===== src/rtl/memseq_pkg.sv =====
package memseq_pkg;

  typedef enum logic [1:0] {
    ST_IDLE,
    ST_LOAD,
    ST_STROBE,
    ST_WAIT
  } seqState_t;

  // strobes from control to datapath
  typedef struct packed {
    logic holdLoad;    // capture request address into holding register
    logic mdrFromReq;  // stage write data into data register
    logic marLoad;     // move held address into address register
    logic mdrFromMem;  // capture memory read word into data register
  } dpCtrl_t;

endpackage


===== src/rtl/memseq_ctrl.sv =====
module memseq_ctrl
  import memseq_pkg::*;
(
  input  logic    clk,
  input  logic    rstN,
  input  logic    reqValid,
  input  logic    reqWrite,
  input  logic    memReady,
  output dpCtrl_t dpCtrl,
  output logic    memRd,
  output logic    memWr,
  output logic    done,
  output logic    busy
);

  seqState_t state, stateNext;
  logic      opWrite;
  logic      accessing;
  logic      accept;

  assign accessing = (state == ST_STROBE) || (state == ST_WAIT);
  assign accept    = (state == ST_IDLE) && reqValid;

  always_comb begin
    stateNext = state;
    dpCtrl    = '0;
    unique case (state)
      ST_IDLE: begin
        if (reqValid) begin
          dpCtrl.holdLoad   = 1'b1;
          dpCtrl.mdrFromReq = reqWrite;
          stateNext         = ST_LOAD;
        end
      end
      ST_LOAD: begin
        dpCtrl.marLoad = 1'b1;
        stateNext      = ST_STROBE;
      end
      ST_STROBE, ST_WAIT: begin
        if (memReady) begin
          dpCtrl.mdrFromMem = !opWrite;
          stateNext         = ST_IDLE;
        end else begin
          stateNext = ST_WAIT;
        end
      end
      default: stateNext = ST_IDLE;
    endcase
  end

  always_ff @(posedge clk or negedge rstN) begin
    if (!rstN) begin
      state   <= ST_IDLE;
      opWrite <= 1'b0;
      done    <= 1'b0;
    end else begin
      state <= stateNext;
      done  <= accessing && memReady;
      if (accept) opWrite <= reqWrite;
    end
  end

  assign memRd = accessing && !opWrite;
  assign memWr = accessing && opWrite;
  assign busy  = (state != ST_IDLE);

  // strobe phase is entered only from the staging cycle
  assert_strobe_after_load_R2: assert property (@(posedge clk) disable iff (!rstN)
    (state == ST_STROBE) |-> ($past(state) == ST_LOAD));

  // a request seen mid-access does not alter the running operation
  assert_ignore_busy_R7: assert property (@(posedge clk) disable iff (!rstN)
    (busy && reqValid && !(accessing && memReady)) |=> ($stable(opWrite) && busy));

endmodule


===== src/rtl/memseq_datapath.sv =====
module memseq_datapath
  import memseq_pkg::*;
#(
  parameter int ADDR_W = 16,
  parameter int DATA_W = 16
) (
  input  logic              clk,
  input  logic              rstN,
  input  dpCtrl_t           dpCtrl,
  input  logic [ADDR_W-1:0] reqAddr,
  input  logic [DATA_W-1:0] reqData,
  input  logic [DATA_W-1:0] memRdata,
  output logic [ADDR_W-1:0] marQ,
  output logic [DATA_W-1:0] mdrQ
);

  logic [ADDR_W-1:0] holdAddr;

  always_ff @(posedge clk or negedge rstN) begin
    if (!rstN) begin
      holdAddr <= '0;
      marQ     <= '0;
      mdrQ     <= '0;
    end else begin
      if (dpCtrl.holdLoad)   holdAddr <= reqAddr;
      if (dpCtrl.marLoad)    marQ     <= holdAddr;
      if (dpCtrl.mdrFromReq) mdrQ     <= reqData;
      else if (dpCtrl.mdrFromMem) mdrQ <= memRdata;
    end
  end

  // the two data-register sources are never selected together
  assert_mdr_single_src_R5: assert property (@(posedge clk) disable iff (!rstN)
    !(dpCtrl.mdrFromReq && dpCtrl.mdrFromMem));

endmodule


===== src/rtl/mem_access_seq.sv =====
module mem_access_seq
  import memseq_pkg::*;
#(
  parameter int ADDR_W = 16,
  parameter int DATA_W = 16
) (
  input  logic              clk,
  input  logic              rstN,
  input  logic              reqValid,
  input  logic              reqWrite,
  input  logic [ADDR_W-1:0] reqAddr,
  input  logic [DATA_W-1:0] reqData,
  output logic              done,
  output logic              busy,
  output logic [DATA_W-1:0] rdData,
  output logic [ADDR_W-1:0] memAddr,
  output logic [DATA_W-1:0] memWdata,
  output logic              memRd,
  output logic              memWr,
  input  logic              memReady,
  input  logic [DATA_W-1:0] memRdata
);

  dpCtrl_t           dpCtrl;
  logic [ADDR_W-1:0] marQ;
  logic [DATA_W-1:0] mdrQ;

  memseq_ctrl u_ctrl (
    .clk      (clk),
    .rstN     (rstN),
    .reqValid (reqValid),
    .reqWrite (reqWrite),
    .memReady (memReady),
    .dpCtrl   (dpCtrl),
    .memRd    (memRd),
    .memWr    (memWr),
    .done     (done),
    .busy     (busy)
  );

  memseq_datapath #(.ADDR_W(ADDR_W), .DATA_W(DATA_W)) u_dp (
    .clk      (clk),
    .rstN     (rstN),
    .dpCtrl   (dpCtrl),
    .reqAddr  (reqAddr),
    .reqData  (reqData),
    .memRdata (memRdata),
    .marQ     (marQ),
    .mdrQ     (mdrQ)
  );

  assign memAddr  = marQ;
  assign memWdata = mdrQ;
  assign rdData   = mdrQ;

  assert_strobe_excl_R8: assert property (@(posedge clk) disable iff (!rstN)
    !(memRd && memWr));

  assert_done_pulse_R6: assert property (@(posedge clk) disable iff (!rstN)
    done |=> !done);

  assert_hold_until_ready_R4: assert property (@(posedge clk) disable iff (!rstN)
    ((memRd || memWr) && !memReady) |=>
      ((memRd || memWr) && $stable(memAddr) && $stable(memWdata)));

  assert_done_after_ready_R4: assert property (@(posedge clk) disable iff (!rstN)
    done |-> ($past(memReady) && !memRd && !memWr));

  assert_stray_ready_R9: assert property (@(posedge clk) disable iff (!rstN)
    (!memRd && !memWr) |=> !done);

endmodule


===== config.mk =====
export PLATFORM = sky130hd
export DESIGN_NAME = mem_access_seq
export DESIGN_NICKNAME = d
export VERILOG_FILES = /design/src/rtl/memseq_pkg.sv /design/src/rtl/memseq_ctrl.sv /design/src/rtl/memseq_datapath.sv /design/src/rtl/mem_access_seq.sv
export SDC_FILE = /design/constraint.sdc
export NUM_CORES = 1
export LEC_CHECK = 0
export BUFFER_PORTS_ARGS = -buffer_cell sky130_fd_sc_hd__buf_2
export CORE_MARGIN = 3
export CORE_UTILIZATION = 40
export DETAILED_ROUTE_END_ITERATION = 12
export PLACE_DENSITY = 0.67
export SLEW_MARGIN = 20
export SYNTH_ARGS = -nofsm -noshare
export SYNTH_HDL_FRONTEND = slang
export SYNTH_SLANG_ARGS = --single-unit

===== constraint.sdc =====
create_clock -name clk -period 2.1 [get_ports clk]
set_input_delay 0.315 -clock clk [delete_from_list [all_inputs] [get_ports clk]]
set_output_delay 0.315 -clock clk [all_outputs]
set_load 0.02 [all_outputs]

; ---- Word level (Yosys, flattened, before mapping)
; Cells that the tools add are included.
[word_totals]
reg_bits = 52
latch_bits = 0
ram_bits = 0
rom_bits = 0
input_bits = 53
output_inout_bits = 52
word_cells = 30
mem_count = 0
[op_classes]
add_sub_neg = 0
mul = 0
div_mod_pow = 0
n_lt_le_gt_ge = 0
eq_ne = 4
shift = 0
mux = 10
n_bitwise = 0
n_reduce_logical = 10
[op_table]
columns = op, count
row1 = $mux 16, 2
row2 = $mux 2, 4
row3 = $pmux 2 s3, 1
row4 = $eq 2x2->1 const B, 2
row5 = $logic_and 1x1->1, 4
row6 = $reduce_bool 2->1, 2
row7 = $mux 1, 3
row8 = $eq 2x1->1 const B, 1
row9 = $logic_not 2->1, 1
row10 = $ne 2x2->1 const B, 1
row11 = $reduce_or 2->1, 1
row12 = $logic_not 1->1, 1
row13 = $logic_or 1x1->1, 1

; ---- Logic depth before layout (Yosys ltp)
[depth]
ltp_word = 5
mapped_depth = 6
ltp_nobuf = 3

; ---- By module
; Synthesis repeated with hierarchy kept, for this count alone.
[unflattened]
hier_cells = 171
area_unflattened_um2 = 2368.5
[modules_own_cells]
columns = module, instances, cells_each, area_per_inst_um2, seq_area_each_um2
row1 = memseq_datapath, 1, 137, 2044.5, 1201.2
row2 = memseq_ctrl, 1, 18, 203.9, 100.1
row3 = mem_access_seq, 1, 16, 120.1, 0.0

; ---- Worst setup path after synthesis
; OpenSTA, ideal clock, no wires.
[synth_timing]
path_kind = reg2reg
startpoint = reg u_ctrl.state[1]
endpoint = reg u_dp.mdrQ[1]
setup_ns = 0.125
arrival_time_ns = 1.586
t_required_ns = 1.975
setup_slack_ns = 0.389
stages_incl_launch_ff = 6
n_path_buf = 2
period_less_slack_ns = 1.711
cell_sequence = dfrtp_1 nor4bb_2 buf_6 buf_4 mux2_2 mux2_4
[synth_between]
elab_chain_cells = 4
word_cells_on_any_way = 8
classes_between = eq/ne: 2 / mux: 3 / reduce/logical: 3
[synth_rtl]
columns = element, line
row1 = from (decl), memseq_ctrl.sv:16  ; seqState_t state, stateNext;
row2 = from (signal assigned), memseq_ctrl.sv:57  ; state <= stateNext;
row3 = $eq 2x2->1, memseq_ctrl.sv:27  ; unique case (state)
row4 = $reduce_or 2->1, memseq_ctrl.sv:27
row5 = $mux 1, memseq_ctrl.sv:27
row6 = $reduce_bool 2->1 (no line), n/a
row7 = to (signal assigned), memseq_datapath.sv:27  ; if (dpCtrl.mdrFromReq) mdrQ <= reqData;
row8 = to (signal assigned), memseq_datapath.sv:28  ; else if (dpCtrl.mdrFromMem) mdrQ <= memRdata;
row9 = to (decl), memseq_datapath.sv:14  ; output logic [DATA_W-1:0] mdrQ
; Several ways; a longest one is shown, not always the timed one.
; A chain may end at the register's enable or synchronous reset.

; ---- Worst setup path in the final report
[layout_timing]
startpoint = reg u_ctrl.state[1]
endpoint = reg u_dp.mdrQ[2]
; The elaborated chain is that of the path after synthesis.

==> results by group <==
Floorplan
  • Die area: 6820 sq um
  • Number of cell rows: 27
  • Die H: 82.6 um
  • CORE AREA: 5610 sq um
  • Die Width: 82.6 um
  • Starting density of the core: 41.8%
  • I/O Pins: 105

Routing
  • Total Wirelength: 4610 um
  • DRT iter0 DRCs: 22
  • Met1 WL: 1850 um
  • DRC violations left: 0
  • Routed vias/inst: 4.70
  • Max Used Layer: met4
  • Post-DRT Antenna Nets: 0
  • Drt first pass iters: 3
  • Total number of vias: 1,500
  • Met2 routed WL: 2210 um
  • DR WL met3: 496 um
  • Avg WL per Cell: 14.5 um

Timing
  • Worst hold slack: 0.241 ns
  • Final hold vios: 0
  • Clk_skew: 0.0108 ns
  • Fin worst setup slack: 0.297 ns
  • Slew Limit Fails: 0
  • Slew headroom: 68.5%
  • Post-route clock period utilization: 85.9%
  • RSZ-0062 raised after global routing: false
  • Max Clk Rate: 0.555 GHz
  • Post-layout minimum cycle time: 1.80 ns
  • Fin Setup TNS: 0 ns
  • # setup viols final: 0
  • Worst Tran Pin Value: 0.473 ns

Placement
  • RePlAce Congestion: 0.722
  • # port buffers: 104
  • Cell Area, Placed: 2830 sq um
  • Pre-CTS setup slack: 0.316 ns
  • Hpwl dp: 3450 um
  • Placed cell count: 310

Yosys
  • Post-Syn Instances: 153
  • YS warnings: 0
  • Mapped Avg Cell Area: 15.3 sq um
  • Synthesized Nets: 206
  • Mapped cell area: 2350 sq um
  • Sequential cell area fraction in the yosys report: 55.5%
  • Synthesis-stage register bit count: 52
  • Post-synthesis cell type count: 19

Setup path
  • Slowest CP cell: dfrtp_1
  • CP Capture Type: flip-flop
  • R2R Setup Slk: 0.30 ns
  • Critical-path maximum fanout: 17
  • Reg-to-Reg End: u_dp.mdrQ[2]$_DFFE_PN0P_
  • Worst EP arrival: 2.00 ns
  • Crit-path cells: nor4bb_4 -> buf_4 -> mux2_2 -> mux2_4
  • CP required: 2.29 ns
  • Cell family with most CP delay: multiplexers
  • CP max stage delay: 0.46 ns
  • Worst reg2reg startpoint: u_ctrl.state[1]$_DFFE_PN0P_
  • CP bufs+invs: 1
  • R2R cell count: 4
  • CP Launch Type: flip-flop
  • Critical path type: flip-flop to flip-flop

Layout
  • Layout cells sized above 1: 74.5%
  • Fin cells: 319
  • Most frequent cells in the layout: buf_2, mux2_2, dfrtp_1
  • Area growth from synthesis to layout: 26.6%
  • Commonest non-fill, non-tap cell in the layout: buf_2
  • Fin util: 52.9%
  • Ant. Diodes: 0
  • Design area: 2970 sq um
  • Nets: 299

Clocking
  • Number of CTS-inserted buffers: 5
  • Root Driver: clkbuf_8
  • CTS H-tree depth: 2
  • CTS tree: built
  • Worst-path clk slew: 0.09 ns
  • Clock Latency Late Sink: 0.30 ns
  • CTS max path bufs: 2
  • Cts repair resizes: 0
  • Clock sink count: 52

GRT
  • Initial antenna violation count: 0
  • Vias in the first global route: 1,508
  • GR Overflow Total: 0
  • GRT Total Usage: 14.2%
  • Largest net degree at the start of global routing: 44
  • First-pass GRT wire length: 7290 um

Power
  • Worst-case vdd ir drop: 0.000696 V
  • Tot Pwr: 4.89 mW
  • Pwr dens: 1650 nW/um^2
  • Leakage: 1.47 nW

Min path
  • Cell depth of the worst min-delay path: 2
  • Worst hold path endpoint: u_dp.holdAddr[6]$_DFFE_PN0P_
  • Min-Delay Path Class: input port to flip-flop
  • Worst Min Path Start: reqAddr[6]

Status
  • Outcome: complete, no violations

Run
  • Max Cap Viol: 0
-- report_power, final --
part	internal (mW)	switching (mW)	leakage [nW]	total [mW]
Clock	0.421	0.317	0.0645	0.737
Sequential	1.52	0.296	0.616	1.81
Combinational	1.11	1.23	0.785	2.34
-- routing by layer --
metal / vias up / GRT usage, %
met4: 0 / 4.41
met1: 728 / 16.3
met5: - / 0
li1: 695 / -
met2: 71 / 25.2
met3: 6 / 4.45
-- worst max-delay path by stage --
| stage | slack, ns | cells past startpoint | from | endpoint |
|---|---|---|---|---|
| 3_5_place_dp | 0.32 | 4 | u_ctrl.state[1]$_DFFE_PN0P_ | u_dp.mdrQ[1]$_DFFE_PN0P_ |
| 3_3_place_gp | 0.35 | 4 | u_ctrl.state[1]$_DFFE_PN0P_ | u_dp.mdrQ[2]$_DFFE_PN0P_ |
| 4_1_cts | 0.30 | 4 | u_ctrl.state[1]$_DFFE_PN0P_ | u_dp.mdrQ[2]$_DFFE_PN0P_ |
| 5_1_grt | 0.21 | 4 | u_ctrl.state[1]$_DFFE_PN0P_ | u_dp.mdrQ[1]$_DFFE_PN0P_ |
| 6_report | 0.30 | 4 | u_ctrl.state[1]$_DFFE_PN0P_ | u_dp.mdrQ[2]$_DFFE_PN0P_ |
| 2_1_floorplan | 0.39 | 5 | u_ctrl.state[1]$_DFFE_PN0P_ | u_dp.mdrQ[1]$_DFFE_PN0P_ |
-- synthesized netlist by cell type (all sizes together) --
| master | instances | area share (%) |
|---|---|---|
| o21ai | 1 | 0.21 |
| nor2b | 1 | 0.27 |
| and2 | 2 | 0.53 |
| buf | 23 | 8.0 |
| or2 | 1 | 0.27 |
| a21o | 1 | 0.37 |
| nand2 | 1 | 0.16 |
| dfrtp | 52 | 55 |
| o21bai | 1 | 0.32 |
| or2b | 1 | 0.32 |
| mux2 | 64 | 32 |
| nor4bb | 1 | 0.69 |
| nand2b | 1 | 0.27 |
| inv | 2 | 0.32 |
| nor2 | 1 | 0.48 |
-- repair_timing --
action,in CTS,in global routing
hold buffers,1,0
setup endpoints to repair,0,0
hold endpoints to repair,9,0
buffers inserted,0,0
-- flip-flops by register name (all words and copies together), names as in the netlist --
signal and flops:
u_dp.mdrQ 16, u_ctrl.done 1, u_ctrl.opWrite 1, u_dp.holdAddr 16, u_dp.marQ 16, u_ctrl.state 2
-- layout make-up --
type                    count  area (sq um)
clock buffers               7          96.3
fillers                   525          2640
multi-input cells          76           858
clock inverters             1          30.0
repair buffers            109           586
flip-flops and latches     52          1300
well taps                  72          90.1
inverters                   2          7.51
-- worst register-to-register path, delay by kind of cell (launching register included) --
kind | cells | cell delay [ns]
mux | 2 | 0.63
flops | 1 | 0.46
simple gates | 1 | 0.30
buf+inv | 1 | 0.30
-- cells by family (layout without fill, tap and decap cells) --
logic type / count (synthesis) / in the layout / synth area share (%)
buffers and inverters: 25 / 119 / 8.32
AND/OR/NAND/NOR: 9 / 9 / 2.99
flip-flops: 52 / 52 / 55.5
multiplexers: 64 / 64 / 32.3
AO/OA/AOI/OAI: 3 / 3 / 0.907
(Power assumes the default switching activity.)
